### config.mk
export PLATFORM = sky130hd
export DESIGN_NAME = tick_pwm
export DESIGN_NICKNAME = d
export VERILOG_FILES = /design/src/rtl/tick_pwm_pkg.sv /design/src/rtl/tick_pwm_regs.sv /design/src/rtl/tick_pwm_counter.sv /design/src/rtl/tick_pwm_compare.sv /design/src/rtl/tick_pwm.sv
export SDC_FILE = /design/constraint.sdc
export NUM_CORES = 1
export LEC_CHECK = 0
export ABC_AREA = 1
export ABC_CLOCK_PERIOD_IN_PS = 1900
export BUFFER_PORTS_ARGS = -buffer_cell sky130_fd_sc_hd__buf_2
export CORE_UTILIZATION = 45
export CTS_CLUSTER_DIAMETER = 50
export DETAILED_ROUTE_END_ITERATION = 8
export GPL_ROUTABILITY_DRIVEN = 0
export PLACE_DENSITY = 0.68
export RECOVER_POWER = 25
export SLEW_MARGIN = 20
export SYNTH_ARGS = -nofsm -noshare
export SYNTH_HDL_FRONTEND = slang
export SYNTH_SLANG_ARGS = --single-unit
### constraint.sdc
create_clock -name clk -period 1.9 [get_ports clk]
set_input_delay 0.38 -clock clk [delete_from_list [all_inputs] [get_ports clk]]
set_output_delay 0.38 -clock clk [all_outputs]
set_load 0.01 [all_outputs]
### src/rtl/tick_pwm_pkg.sv
package tick_pwm_pkg;

    // Register data width
    localparam int DATA_W  = 8;
    // Prescaler field width
    localparam int PSEL_W  = 2;
    // Duty field width; also the step counter width
    localparam int DUTY_W  = 7;
    // Steps in the slowest period
    localparam int BASE_STEPS = 1 << DUTY_W;
    // Width able to hold BASE_STEPS itself
    localparam int STEPS_W = DUTY_W + 1;
    // Control bit positions (decoded by software)
    localparam int RUN_BIT = DATA_W - 1;

    typedef enum logic [1:0] {
        SEL_CTRL = 2'd0,
        SEL_DUTY = 2'd1,
        SEL_NONE = 2'd2
    } reg_sel_e;

    typedef struct packed {
        logic              run;
        logic [PSEL_W-1:0] psel;
    } ctrl_t;

    typedef logic [DUTY_W-1:0]  step_t;
    typedef logic [STEPS_W-1:0] steps_t;

    // Steps in one period for a prescaler value
    function automatic steps_t period_steps(input logic [PSEL_W-1:0] psel);
        steps_t full;
        full = steps_t'(BASE_STEPS);
        return full >> psel;
    endfunction

    // Packs control state to its read-back byte
    function automatic logic [DATA_W-1:0] ctrl_to_byte(input ctrl_t c);
        logic [DATA_W-1:0] b;
        b = '0;
        b[RUN_BIT] = c.run;
        b[PSEL_W-1:0] = c.psel;
        return b;
    endfunction

endpackage

### src/rtl/tick_pwm_regs.sv
module tick_pwm_regs
    import tick_pwm_pkg::*;
#(
    parameter int ADDR_W = 4
) (
    input  logic              clk,
    input  logic              rst,
    input  logic              wr_en,
    input  logic [ADDR_W-1:0] addr,
    input  logic [DATA_W-1:0] wdata,
    output logic [DATA_W-1:0] rdata,
    output ctrl_t             ctrl,
    output step_t             duty
);

    localparam logic [ADDR_W-1:0] CTRL_ADDR = ADDR_W'(0);
    localparam logic [ADDR_W-1:0] DUTY_ADDR = ADDR_W'(1);

    reg_sel_e sel;

    always_comb begin
        if (addr == CTRL_ADDR)      sel = SEL_CTRL;
        else if (addr == DUTY_ADDR) sel = SEL_DUTY;
        else                        sel = SEL_NONE;
    end

    always_ff @(posedge clk) begin
        if (rst) begin
            ctrl <= '0;
            duty <= '0;
        end else if (wr_en) begin
            case (sel)
                SEL_CTRL: begin
                    ctrl.run  <= wdata[RUN_BIT];
                    ctrl.psel <= wdata[PSEL_W-1:0];
                end
                SEL_DUTY: duty <= wdata[DUTY_W-1:0];
                default:  ;
            endcase
        end
    end

    always_comb begin
        case (sel)
            SEL_CTRL: rdata = ctrl_to_byte(ctrl);
            SEL_DUTY: rdata = DATA_W'(duty);
            default:  rdata = '0;
        endcase
    end

    // a duty write lands in the register on the next clock
    p_duty_write_r3: assert property (@(posedge clk) disable iff (rst)
        (wr_en && addr == DUTY_ADDR) |=> (duty == $past(wdata[DUTY_W-1:0])));

    // a write to an unmapped address leaves both registers unchanged
    p_unmapped_write_r3: assert property (@(posedge clk) disable iff (rst)
        (wr_en && addr != CTRL_ADDR && addr != DUTY_ADDR) |=> ($stable(duty) && $stable(ctrl)));

    // control write captures run flag and prescaler
    p_ctrl_write_r2: assert property (@(posedge clk) disable iff (rst)
        (wr_en && addr == CTRL_ADDR) |=> (ctrl.run == $past(wdata[RUN_BIT])));

endmodule

### src/rtl/tick_pwm_counter.sv
module tick_pwm_counter
    import tick_pwm_pkg::*;
(
    input  logic  clk,
    input  logic  rst,
    input  logic  tick,
    input  ctrl_t ctrl,
    output step_t step
);

    steps_t limit;
    steps_t step_inc;
    logic   wrap;

    always_comb begin
        limit    = period_steps(ctrl.psel);
        step_inc = {1'b0, step} + steps_t'(1);
        // Also wraps when a prescaler change left the counter past the end
        wrap     = (step_inc >= limit);
    end

    always_ff @(posedge clk) begin
        if (rst || !ctrl.run) begin
            step <= '0;
        end else if (tick) begin
            step <= wrap ? '0 : step_inc[DUTY_W-1:0];
        end
    end

    // counter moves only on a tick
    p_hold_without_tick_r4: assert property (@(posedge clk) disable iff (rst)
        (ctrl.run && !tick) |=> $stable(step));

    // counter sits at zero while stopped
    p_stopped_at_zero_r8: assert property (@(posedge clk) disable iff (rst)
        (!ctrl.run) |=> (step == '0));

    // a tick advances by one or wraps to zero
    p_advance_or_wrap_r4: assert property (@(posedge clk) disable iff (rst)
        (ctrl.run && tick && $past(ctrl.run)) |=>
            (step == '0 || step == $past(step) + step_t'(1)));

endmodule

### src/rtl/tick_pwm_compare.sv
module tick_pwm_compare
    import tick_pwm_pkg::*;
(
    input  logic  clk,
    input  logic  rst,
    input  ctrl_t ctrl,
    input  step_t duty,
    input  step_t step,
    output logic  pwm_out
);

    steps_t limit;
    logic   saturate;
    logic   in_high;
    logic   level_d;

    always_comb begin
        limit    = period_steps(ctrl.psel);
        saturate = ({1'b0, duty} >= limit);
        in_high  = (step < duty);
        level_d  = ctrl.run && (saturate || in_high);
    end

    always_ff @(posedge clk) begin
        if (rst) pwm_out <= 1'b0;
        else     pwm_out <= level_d;
    end

    // zero duty never drives high
    p_zero_duty_low_r5: assert property (@(posedge clk) disable iff (rst)
        (duty == '0) |=> !pwm_out);

    // duty at or above the step count holds the line high
    p_saturate_high_r6: assert property (@(posedge clk) disable iff (rst)
        (ctrl.run && {1'b0, duty} >= period_steps(ctrl.psel)) |=> pwm_out);

    // stopped timer drives low
    p_stopped_low_r8: assert property (@(posedge clk) disable iff (rst)
        (!ctrl.run) |=> !pwm_out);

    // output tracks the current step on the next clock
    p_step_past_duty_low_r7: assert property (@(posedge clk) disable iff (rst)
        (ctrl.run && step >= duty && {1'b0, duty} < period_steps(ctrl.psel)) |=> !pwm_out);

endmodule

### src/rtl/tick_pwm.sv
module tick_pwm
    import tick_pwm_pkg::*;
#(
    parameter int ADDR_W = 4
) (
    input  logic              clk,
    input  logic              rst,
    input  logic              tick,
    input  logic              wr_en,
    input  logic [ADDR_W-1:0] addr,
    input  logic [7:0]        wdata,
    output logic [7:0]        rdata,
    output logic              pwm_out
);

    ctrl_t ctrl;
    step_t duty;
    step_t step;

    tick_pwm_regs #(.ADDR_W(ADDR_W)) u_regs (
        .clk   (clk),
        .rst   (rst),
        .wr_en (wr_en),
        .addr  (addr),
        .wdata (wdata),
        .rdata (rdata),
        .ctrl  (ctrl),
        .duty  (duty)
    );

    tick_pwm_counter u_cnt (
        .clk  (clk),
        .rst  (rst),
        .tick (tick),
        .ctrl (ctrl),
        .step (step)
    );

    tick_pwm_compare u_cmp (
        .clk     (clk),
        .rst     (rst),
        .ctrl    (ctrl),
        .duty    (duty),
        .step    (step),
        .pwm_out (pwm_out)
    );

    // output held low in the clock following reset
    p_reset_low_r1: assert property (@(posedge clk)
        rst |=> !pwm_out);

endmodule

# Word level (Yosys, flattened, before mapping)
# Cells that the tools add are included.
dict set report word_totals {
  register_bits 18
  in_bits 16
  output_inout_bits 9
  word_cells 24
}
dict set report op_classes {
  n_addsub 1
  order_cmp 3
  n_eq_ne 2
  shift 1
  mux 4
  n_reduce_logical 8
}
# operator n
set ops {}
lappend ops {{8-bit one-hot mux with 2 select lines} 1}
lappend ops {{7-bit by 1-bit adder with 8-bit output, second input constant} 1}
lappend ops {{7-bit by 8-bit greater-or-equal comparator with 1-bit output} 1}
lappend ops {{8-bit greater-or-equal comparator} 1}
lappend ops {{8-bit by 2-bit right shift with 8-bit output, first input constant} 1}
lappend ops {{7-bit < comparator} 1}
lappend ops {{7-bit two-way mux} 1}
lappend ops {{4-bit by 1-bit == test with 1-bit output, second input constant} 1}
lappend ops {{4-bit logical NOT} 1}
lappend ops {{2-bit two-way mux} 2}
lappend ops {{2-bit AND reduction} 2}
lappend ops {{2-bit by 1-bit == test with 1-bit output, second input constant} 1}
lappend ops {{2-bit logical NOT} 1}
lappend ops {{1-bit logical OR} 2}
lappend ops {{1-bit logical AND} 1}
lappend ops {{1-bit logical NOT} 1}

# Longest topological paths before layout
# Gate-level depths: netlist of run 1.
dict set report depth {
  depth_word 5
  mapped_depth 14
}

# By module
# From an unflattened synthesis of run 1, not the netlist that was laid out.
dict set report hier_totals {
  hier_cells 227
  area_unflattened_um2 1402.6
}
# module n_inst cells_per_inst area_per_inst_um2
set by_module_without_submodules {}
lappend by_module_without_submodules {tick_pwm_regs 1 97 599.3}
lappend by_module_without_submodules {tick_pwm_counter 1 84 526.8}
lappend by_module_without_submodules {tick_pwm_compare 1 46 276.5}

# Worst setup path before layout of run 1
# OpenSTA, ideal clock, no wires.
dict set report synth_path {
  path_type {flip-flop to flip-flop}
  start {reg u_cnt.step[0]}
  end {reg u_cnt.step[1]}
  setup_time_ns 0.070
  arrival_time_ns 1.779
  path_slack_ns 0.052
  stages_incl_launch_ff 15
  period_less_slack_ns 1.848
  cell_sequence {dfxtp_1 > ha_1 > nand2_2 > nor2_2 > nand2_1 > nand2_1 > nand2_2 > ha_1 > nand2_1 > inv_2 > nand2_2 > nand3_2 > nor2_4 > nand2_1 > a21oi_1}
}
dict set report synth_via {
  elab_chain_len 3
}
# element line
set synth_rtl {}
lappend synth_rtl {{start: declaration} tick_pwm_counter.sv:8} ;# output step_t step
lappend synth_rtl {{start signal: assignment} tick_pwm_counter.sv:26} ;# step <= wrap ? '0 : step_inc[DUTY_W-1:0];
lappend synth_rtl {{7-bit by 1-bit adder with 8-bit output (*)} tick_pwm_counter.sv:17} ;# step_inc = {1'b0, step} + steps_t'(1);
lappend synth_rtl {{8-bit greater-or-equal comparator} tick_pwm_counter.sv:19} ;# wrap = (step_inc >= limit);
lappend synth_rtl {{7-bit two-way mux (*)} tick_pwm_counter.sv:26}
# Every way passes the cells marked *; elsewhere a longest branch is shown, timed or not.
# A chain may end at the register's enable or synchronous reset.

# Worst setup path after layout of run 1
dict set report layout_path {
  start {reg u_cnt.step[1]}
  end {reg u_cnt.step[3]}
}
# The elaborated chain is that of the path after synthesis.

==> metrics.yaml, run 1 <==
outcome:
  status: "finished, final reports clean"
yosys:
  syn_inst: 168
  ys_ff_latch: 18
  yosysSeqAreaShare_pct: 30.5
  yosys.cell_types.count: 21
  post-synth-top-area-cell: "dfxtp_1"
  syn_avg_cell_area_um2: 7.04
  yosysTopAreaCellShare_pct: 30.5
  yosysWarnings: 0
  synthTopCellsByArea: "dfxtp_1 30%, ha_1 15%, nand2_1 10%, a21oi_1 8.0%, inv_1 5.7%"
  synth.net_count: 198
  synth.cell_area_um2: 1180
sta:
  worst_pin_slew_ns: 0.482
  finClkSkew_ns: 0.00221
  fin_crit_ns: 1.87
  hold_viol: 0
  max_freq_ghz: 0.534
  fin_crit_sh_pct: 98.5
  slew_violations: 0
  rsz0062_at_grt: "true"
  slew_headroom_pct: 67.8
  finalSetupTns_ns: 0
  finalSetupViolCount: 0
routing:
  viasPerCell: 5.09
  num_vias: 1212
  dr.first_iter.drc_count: 30
  ant_nets: 0
  wirelength_um: 2960
  drcViolationCount: 0
  wl_per_cell_um: 12.4
  drtPass1Iterations: 4
flow_run:
  drv_cap: 0
layout:
  fill_cells: 228
  final_cell_area_um2: 1600
  layout_common_cells: "30 x nand2_1, 24 x buf_2, 19 x a21oi_1"
  diodes: 0
  fin_nets: 239
  synthToLayoutAreaGrowth_pct: 35.1
  final_common_cell: "nand2_1"
  drive_above_1_share_pct: 37.0
pwr:
  vdd_drop_max_uv: 351
  p_per_area_nw_per_um2: 446
  leakage_nw: 0.718
global_routing:
  grt_pass1_wl_um: 4310
  antenna_found_initial: 0
  grt_max_degree: 15
  grt_pass1_vias: 1033
  grt-ovfl-total: 0
  grt.total_usage_pct: 21.1
clock_network:
  tritoncts: "built"
  clockRootBuffer: "clkbuf_4"
  cts.path.max_buffers: 2
  clock_sinks: 18
  path_clk_slew_ns: 0.11
  cts_buffers: 3
  hold_buffers: 0
  clock_latency_ns: 0.29
  cts_htree_levels: 1
setup_path:
  critPathLaunchType: "register"
  cp-end-kind: "register"
  path_class: "register to register"
  critPathMaxFanout: 4
  required_ns: 2.10
  worstPathArrival_ns: 2.07
  regToRegSetupSlack_ns: 0.03
floorplan:
  dieHeight_um: 53.3
  dieWidth_um: 53.3
  io_pins: 25
  dieArea_um2: 2840
  num_rows: 18
  core_um2: 2480
  start_util_pct: 47.7
place:
  dp_hpwl_um: 2080
  io_buffers: 24
  placed_area_um2: 1370
worst_hold_path:
  min-delay-path-class: "input port to register"
[cell usage after synthesis]
cell,number
or2_1,1
nand4_1,1
a21oi_2,3
nor2_2,5
nor2_1,16
nand4_2,1
ha_1,14
nand3_1,4
dfxtp_1,18
inv_2,7
o22ai_1,2
nand2_1,32
nand3_2,2
nand2_2,7
o21ai_1,9
o21ai_0,6
buf_2,1
nor2_4,1
inv_1,18
o21a_1,1
a21oi_1,19
[cell type report]
type / instances / area, um2 / area share [%]
multi-input cells: 124 / 832 / 52.1
well taps: 30 / 37.5 / 2.35
flip-flops and latches: 18 / 363 / 22.7
repair buffers: 37 / 233 / 14.6
clock buffers: 4 / 36.3 / 2.27
inverters: 25 / 96.3 / 6.03
[final timing paths]
path / cells past startpoint / endpoint / from
setup / recovery: 15 / u_cnt.step[3] / u_cnt.step[1]
hold / removal: 2 / u_cnt.step[2] / tick
setup reg to reg: 15 / u_cnt.step[3] / u_cnt.step[1]
hold reg to reg: 2 / u_regs.ctrl[2] / u_regs.ctrl[2]
[where the power goes]
part	leakage [nW]	switching, mW	total (mW)	internal (mW)
Sequential	0.146	0.00244	0.385	0.382
Combinational	0.550	0.0508	0.0874	0.0367
Clock	0.0210	0.123	0.240	0.117
[stage by stage]
stage,std cells,utilization [%],power (mW),setup slack (ns),hold slack [ns]
2_1_floorplan,168,-,0.438,0.0515,0.445
4_1_cts,234,60.4,0.707,-0.0276,0.280
3_5_place_dp,226,55.4,0.468,-0.0446,0.465
5_1_grt,238,64.5,0.742,-0.0987,0.288
6_report,238,64.5,0.712,0.0282,0.294
3_3_place_gp,226,55.4,0.465,0.0557,0.468
[logic make-up (layout without fill, tap and decap cells)]
kind of cell	Yosys count	after routing	synth area share, %
AND/OR/NAND/NOR	70	70	28.0
adder cells (fa/ha/maj)	14	14	14.8
flip-flops	18	18	30.5
buffers and inverters	26	66	8.36
AO/OA/AOI/OAI	40	40	18.3
[layer usage]
| layer | wire length (um) | GRT usage, % | vias to the layer above |
|---|---|---|---|
| met1 | 1310 | 25.4 | 554 |
| met3 | 97 | 2.59 | 4 |
| met5 | 0 | 0 | - |
| met4 | 41 | 10.5 | 0 |
| li1 | - | - | 627 |
| met2 | 1520 | 36.3 | 27 |
[state kept, by name, indices dropped and copies added, names as in the netlist]
register,count
u_regs.duty,7
u_cnt.step,7
u_regs.ctrl,3
u_cmp.pwm_out,1
[worst max-delay path: stages (launching register included)]
cell	delay (ns)
dfxtp_2	0.38
ha_4	0.15
nand2_4	0.07
nor2_4	0.12
nand2_1	0.05
nand2_1	0.07
nand2_2	0.08
ha_4	0.28
nand2_4	0.05
inv_4	0.07
nand2_4	0.06
nand3_4	0.10
buf_6	0.11
nor2_4	0.03
nor2_2	0.11
nor2_1	0.05
[repair_timing]
item | in CTS | in global routing
endpoints found under the setup margin | 4 | 6
buffers inserted | 4 | 4
gates resized for setup | 11 | 16
pin swaps | 15 | 20
Note: power is estimated with default switching activity, not from simulation.
==> run 2, diff against run 1 <==
--- a/config.mk
+++ b/config.mk
@@ -6,13 +6,14 @@
 export NUM_CORES = 1
 export LEC_CHECK = 0
 export ABC_AREA = 1
-export ABC_CLOCK_PERIOD_IN_PS = 1900
+export ABC_CLOCK_PERIOD_IN_PS = 2200
 export BUFFER_PORTS_ARGS = -buffer_cell sky130_fd_sc_hd__buf_2
+export CORE_MARGIN = 1
 export CORE_UTILIZATION = 45
 export CTS_CLUSTER_DIAMETER = 50
 export DETAILED_ROUTE_END_ITERATION = 8
 export GPL_ROUTABILITY_DRIVEN = 0
-export PLACE_DENSITY = 0.68
+export PLACE_DENSITY = 0.66
 export RECOVER_POWER = 25
 export SLEW_MARGIN = 20
 export SYNTH_ARGS = -nofsm -noshare
==> constraint.sdc (replaced) <==
create_clock -name clk -period 2.2 [get_ports clk]
set_input_delay 0.44 -clock clk [delete_from_list [all_inputs] [get_ports clk]]
set_output_delay 0.44 -clock clk [all_outputs]
set_load 0.01 [all_outputs]
==> run 2 against run 1 <==
Net effect: die area unchanged; clock-buffer cell count fell by 1; register-to-register slack gained 0.18 ns; final area decreased by 15%; global-route usage grew 0.87 points; clock skew is essentially flat; maximum frequency fell by 5.9%; core utilization decreased by 9.4 points; critical endpoint is now u_cnt.step[4]; largest cell class unchanged; worst hold slack gained 0.062 ns.
==> metrics.yaml, run 2 (synthesis gave the netlist of run 1 again) <==
place:
  io_buffers: 24  # unchanged
  dp_hpwl_um: 2110  # +1.5%
sta:
  slew_headroom_pct: 66.7  # -1.1 points
  finalSetupViolCount: 0  # unchanged
  fin_crit_sh_pct: 90.4  # -8.1 points
  fin_crit_ns: 1.99  # +0.117 ns
  hold_viol: 0  # unchanged
  finalSetupTns_ns: 0  # unchanged
  rsz0062_at_grt: "false"
  worst_pin_slew_ns: 0.498  # +0.0165 ns
  finClkSkew_ns: 0.00221  # -0.00000702 ns
  whs_ns: 0.356  # +0.0621 ns
  slew_violations: 0  # unchanged
  max_freq_ghz: 0.503  # -5.9%
setup_path:
  critPathLaunchType: "register"
  critPathMaxFanout: 5  # +1
  rr_worst_depth: 14  # -1
  cp-end-kind: "register"
  worstPathArrival_ns: 2.21  # +0.14 ns
  path_class: "register to register"
  regToRegSetupSlack_ns: 0.21  # +0.18 ns
  required_ns: 2.43  # +0.33 ns
  crit_start: "u_cnt.step[1]"
  reg2reg_to: "u_cnt.step[4]"
  crit_path_end: "u_cnt.step[4]"
  reg2reg_from: "u_cnt.step[1]"
layout:
  regArea_um2: 368  # +1.4%
  multiInputGateArea_um2: 714  # -14%
  layout_common_cells: "32 x nand2_1, 24 x buf_2, 19 x a21oi_1"
  diodes: 0  # unchanged
  final_common_cell: "nand2_1"
  drive_above_1_share_pct: 27.7  # -9.3 points
  fill_cells: 274  # +20%
  fin_nets: 227  # -5.0%
  top_regs: "u_cnt.step x7, u_regs.duty x7, u_regs.ctrl x3"
  synthToLayoutAreaGrowth_pct: 15.3
pwr:
  p_per_area_nw_per_um2: 406  # -9.0%
  leakage_nw: 0.611  # -15%
  p_total_uw: 553  # -22%
  vdd_drop_max_uv: 286  # -19%
flow_run:
  drv_cap: 0  # unchanged
floorplan:
  start_util_pct: 47.7  # unchanged
  core_um2: 2480  # unchanged
  dieArea_um2: 2840  # unchanged
  dieWidth_um: 53.3  # unchanged
  dieHeight_um: 53.3  # unchanged
  num_rows: 18  # unchanged
  io_pins: 25  # unchanged
global_routing:
  grt_max_degree: 15  # unchanged
  grt-ovfl-total: 0  # unchanged
  grt_pass1_vias: 1041  # +0.77%
  grt.total_usage_pct: 22.0  # +0.87 points
  antenna_found_initial: 0  # unchanged
  grt_pass1_wl_um: 4450  # +3.4%
outcome:
  status: "finished, final reports clean"
routing:
  viasPerCell: 5.05  # -0.77%
  wl_per_cell_um: 11.3  # -9.3%
  ant_nets: 0  # unchanged
  dr.first_iter.drc_count: 13  # -57%
  num_vias: 1137  # -6.2%
  drtPass1Iterations: 4  # unchanged
  wirelength_um: 2540  # -14%
  drcViolationCount: 0  # unchanged
clock_network:
  hold_buffers: 0  # unchanged
  clock_sinks: 18  # unchanged
  path_clk_slew_ns: 0.10  # about the same
  clockRootBuffer: "clkbuf_4"
  cts_buffers: 3  # unchanged
  cts.path.max_buffers: 2  # unchanged
  cts_htree_levels: 1  # unchanged
  clock_latency_ns: 0.29  # about the same
  tritoncts: "built"
worst_hold_path:
  min-delay-path-class: "input port to register"
[run 2: cell types whose count changed in the layout (fill, tap and decap cells not counted), moves of 2 or more]
cell,change
nor2_1,+3
ha_4,-4
nand2_4,-4
nand2_1,+2
ha_1,+4
dfxtp_4,+2
nor2_4,-3
nand2_2,+2
buf_4,-8
buf_6,-4
dfxtp_2,-2
[run 2: final cells by class]
class | count | share of cell area (%)
Multi-Input combinational cell | 124 | 52.4
Sequential cell | 18 | 27.0
Timing Repair Buffer | 25 | 9.36
Inverter | 25 | 6.88
Tap cell | 30 | 2.75
Clock buffer | 3 | 1.65
[run 2: power by group]
group	total (mW)	internal [mW]	switching (mW)
Clock	0.162	0.0636	0.0982
Sequential	0.330	0.328	0.00207
Combinational	0.0617	0.0243	0.0374
Total	0.553	0.415	0.138
[run 2: worst min path at each step]
| stage | start | cells after the start | slack [ns] | end |
|---|---|---|---|---|
| after floorplan | u_regs.duty[0] | 2 | 0.44 | u_regs.duty[0] |
| after global placement | u_regs.ctrl[2] | 2 | 0.46 | u_regs.ctrl[2] |
| after detailed placement | u_regs.ctrl[2] | 2 | 0.46 | u_regs.ctrl[2] |
| after CTS | tick | 2 | 0.35 | u_cnt.step[2] |
| after global routing | tick | 2 | 0.34 | u_cnt.step[2] |
| final | tick | 2 | 0.36 | u_cnt.step[2] |
[run 2: timing repair]
item | CTS | global route
setup endpoints to repair | 0 | 5
buffers inserted | 0 | 1
gates resized for setup | 0 | 4
[run 2: metal layers]
| layer | routed length (um) | part of all wire (%) | vias to the layer above | global-route usage (%) |
|---|---|---|---|---|
| li1 | - | - | 611 | - |
| met3 | 106 | 4.2 | 4 | 3.45 |
| met2 | 1180 | 46 | 31 | 36.7 |
| met1 | 1220 | 48 | 491 | 27.2 |
| met5 | 0 | 0 | - | 0 |
| met4 | 38 | 1.5 | 0 | 10.1 |
[run 2: through the flow]
stage                     setup slack, ns  utilization [%]  instances  cell area, um2
after floorplan                     0.352                -        168            1180
after global placement              0.255             53.9        221            1340
after detailed placement            0.142             53.9        221            1340
after CTS                           0.111             54.8        224            1360
after global routing              0.00976             55.1        225            1360
final                               0.211             55.1        225            1360
[run 2: worst max-delay path, stage by stage (launching register included)]
cell     delay, ns
dfxtp_4       0.38
ha_1          0.17
nand2_2       0.09
nor2_2        0.14
nand2_1       0.06
nand2_1       0.08
nand2_2       0.06
ha_1          0.28
nand2_1       0.07
inv_2         0.05
nand2_2       0.06
nand3_2       0.10
nor2_4        0.18
nand2_1       0.07
a21oi_1       0.12
==> run 3, diff against run 2 <==
--- a/config.mk
+++ b/config.mk
@@ -5,7 +5,6 @@
 export SDC_FILE = /design/constraint.sdc
 export NUM_CORES = 1
 export LEC_CHECK = 0
-export ABC_AREA = 1
 export ABC_CLOCK_PERIOD_IN_PS = 2200
 export BUFFER_PORTS_ARGS = -buffer_cell sky130_fd_sc_hd__buf_2
 export CORE_MARGIN = 1
==> run 3 against run 2 <==
Net effect: sequential cell count stayed put; clock power about the same; critical endpoint unchanged; register-to-register slack got worse by 0.11 ns.
==> metrics.yaml, run 3 <==
sta:
  fin_crit_sh_pct: 95.5  # +5.1 points
  fin_crit_ns: 2.10  # +0.112 ns
  finClkSkew_ns: 0.00274  # +0.000536 ns
  rsz0062_at_grt: "false"
  finalSetupViolCount: 0  # unchanged
  finalWorstSetupSlack_ns: 0.0986  # -0.112 ns
  hold_viol: 0  # unchanged
  max_freq_ghz: 0.476  # -5.3%
  worst_pin_slew_ns: 0.587  # +0.0889 ns
  slew_headroom_pct: 60.8  # -5.9 points
  slew_violations: 0  # unchanged
yosys:
  yosys.cell_types.count: 32  # +52%
  syn_avg_cell_area_um2: 8.14  # +16%
  yosysTopAreaCellShare_pct: 29.9  # -0.57 points
  ys_ff_latch: 18  # unchanged
  yosys_most_used_dff: "dfxtp_1"
  post-synth-top-area-cell: "dfxtp_1"
  synth.cell_area_um2: 1200  # +1.9%
  synthArstFlopShare_pct: 0  # unchanged
  syn_inst: 148  # -12%
  synth_common_cells: "18 x dfxtp_1, 18 x nand2_1, 16 x a21oi_1, 14 x ha_1, 14 x nand3_1"
  yosysSeqAreaShare_pct: 29.9  # -0.57 points
  synthTopCellsByArea: "dfxtp_1 30%, ha_1 15%, a21oi_1 6.6%, nand3_1 5.8%, nand2_1 5.6%"
  yosysWarnings: 0  # unchanged
  synth.net_count: 178  # -10%
  synth_edf_count: 0  # unchanged
place:
  dp_cells: 207  # -6.3%
  io_buffers: 24  # unchanged
  dp_hpwl_um: 2150  # +1.8%
  dpl_worst_slack_ns: -0.0825  # -0.225 ns
  placed_area_um2: 1420  # +6.0%
global_routing:
  grt_pass1_wl_um: 4230  # -5.0%
  grt.total_usage_pct: 20.1  # -1.8 points
  grt_pass1_vias: 1048  # +0.67%
  grt_max_degree: 16  # +1
  grt-ovfl-total: 0  # unchanged
  antenna_found_initial: 0  # unchanged
clock_network:
  path_clk_slew_ns: 0.10  # about the same
  clockRootBuffer: "clkbuf_4"
  tritoncts: "built"
  cts_htree_levels: 1  # unchanged
  cts_buffers: 3  # unchanged
  hold_buffers: 0  # unchanged
  cts.path.max_buffers: 2  # unchanged
  clock_latency_ns: 0.29  # about the same
  clock_sinks: 18  # unchanged
setup_path:
  cpMaxStageDelayCell: "dfxtp_4"
  cp_cell_sequence: "nand3_1 -> or2_4 -> xnor2_1 -> ha_1 -> o21ai_2 -> a211o_4 -> and3_4 -> a22o_1"
  reg2reg_to: "u_cnt.step[4]"
  required_ns: 2.40  # -0.03 ns
  reg2reg_from: "u_cnt.step[1]"
  cp-end-kind: "register"
  worstPathArrival_ns: 2.30  # +0.09 ns
  slowest_delay_ns: 0.39  # about the same
  critPathMaxFanout: 4  # -1
  critPathLaunchType: "register"
  worst-path-buf-inv: 0  # -1
  rr_worst_depth: 8  # -6
  path_delay_family: "compound AO/OA/AOI/OAI gates"
  path_class: "register to register"
  regToRegSetupSlack_ns: 0.1  # -0.11 ns
floorplan:
  start_util_pct: 48.2  # +0.47 points
  core_um2: 2500  # +0.91%
  dieArea_um2: 2890  # +1.8%
  io_pins: 25  # unchanged
  dieWidth_um: 53.7  # +0.91%
  num_rows: 18  # unchanged
  dieHeight_um: 53.7  # +0.91%
pwr:
  vdd_drop_max_uv: 296  # +3.7%
  leakage_nw: 0.592  # -3.1%
  p_per_area_nw_per_um2: 362  # -11%
routing:
  wl_met1_um: 1210  # -0.82%
  top_layer: "met4"
  wl_per_cell_um: 12.8  # +14%
  wirelength_um: 2720  # +7.2%
  drcViolationCount: 0  # unchanged
  drtPass1Iterations: 4  # unchanged
  viasPerCell: 5.53  # +9.4%
  dr.first_iter.drc_count: 17  # +4
  ant_nets: 0  # unchanged
  num_vias: 1172  # +3.1%
  wl_met3_um: 129  # +22%
  dr_wl_met2_um: 1310  # +11%
worst_hold_path:
  min_path_cells: 3  # +1
  min-delay-path-class: "input port to register"
  holdPathEnd: "u_regs.duty[2]"
  min_from: "wdata[2]"
layout:
  synthToLayoutAreaGrowth_pct: 24.9
  drive_above_1_share_pct: 28.6  # +0.88 points
  final_cell_area_um2: 1510  # +10%
  top_regs: "u_cnt.step x7, u_regs.duty x7, u_regs.ctrl x3"
  layout_common_cells: "22 x buf_2, 18 x nand2_1, 16 x a21oi_1"
  diodes: 0  # unchanged
  final_cell_count_no_fill: 212  # -5.8%
  fin_nets: 214  # -5.7%
  final_common_cell: "buf_2"
flow_run:
  drv_cap: 0  # unchanged
outcome:
  status: "finished, final reports clean"
## run 3: changes by cell type after synthesis, sizes merged, moves of 3 or more
| cell | change |
|---|---|
| nor2 | -13 |
| o21ai | -10 |
| nand2b | +6 |
| clkbuf | +4 |
| a22o | +4 |
| a21oi | -6 |
| nand3 | +8 |
| inv | -18 |
| nand2 | -21 |
| nor3 | +3 |
| and2 | +6 |
## run 3: how the worst max path moves through the flow
stage / endpoint / cells past startpoint / slack [ns] / from
final: u_cnt.step[4] / 8 / 0.1 / u_cnt.step[1]
after global routing: u_cnt.step[3] / 9 / 0.0003 / u_cnt.step[0]
after CTS: u_cnt.step[4] / 9 / 0.0007 / u_cnt.step[1]
after detailed placement: u_cnt.step[4] / 9 / -0.08 / u_cnt.step[1]
after global placement: u_cnt.step[5] / 9 / 0.04 / u_cnt.step[1]
after floorplan: u_cnt.step[4] / 9 / 0.04 / u_cnt.step[0]
## run 3: kinds of logic (layout without fill, tap and decap cells)
kind of cell | after synthesis | in the layout | synth area share [%]
AO/OA/AOI/OAI | 37 | 37 | 20.2
adder cells (fa/ha/maj) | 14 | 14 | 14.5
XOR/XNOR | 3 | 3 | 2.18
AND/OR/NAND/NOR | 64 | 64 | 29.1
flip-flops | 18 | 18 | 29.9
buffers and inverters | 12 | 46 | 4.05
## run 3: cell type report
type,count,area (um2)
multi-input combinational,118,845
inverter,7,26.3
tap,30,37.5
timing repair buffer,36,208
sequential,18,367
fill,230,995
clock buffer,3,22.5
## run 3: worst min-delay path, cell delays in order
cell and delay [ns]:
buf_2 0.10, nand3_1 0.05, a21oi_1 0.05
## run 3: repair_timing
| item | 4_1_cts | 5_1_grt |
|---|---|---|
| pin swaps | 2 | 4 |
| setup buffers | 1 | 1 |
| endpoints found under the hold margin | 0 | 0 |
| setup endpoints to repair | 3 | 6 |
| gates resized for setup | 3 | 12 |
## run 3: report_power, final
group | internal [mW] | switching (mW) | total [mW]
Combinational | 0.0224 | 0.0284 | 0.0508
Sequential | 0.327 | 0.00239 | 0.329
Clock | 0.0638 | 0.101 | 0.164
Total | 0.413 | 0.131 | 0.544
## run 3: per-stage QoR
stage,TNS [ns],hold WS [ns],utilization [%],power (mW)
2_1_floorplan,0,0.445,-,0.364
6_report,0,0.382,60.2,0.544
5_1_grt,0,0.379,60.2,0.569
3_5_place_dp,-0.208,0.460,56.6,0.389
3_3_place_gp,0,0.461,56.6,0.388
4_1_cts,0,0.377,58.0,0.550
## run 3: per-layer routing
metal / track usage [%] / vias to the layer above
li1: - / 597
met1: 24.3 / 532
met2: 34.2 / 32
met3: 3.67 / 11
met4: 9.21 / 0
met5: 0 / -
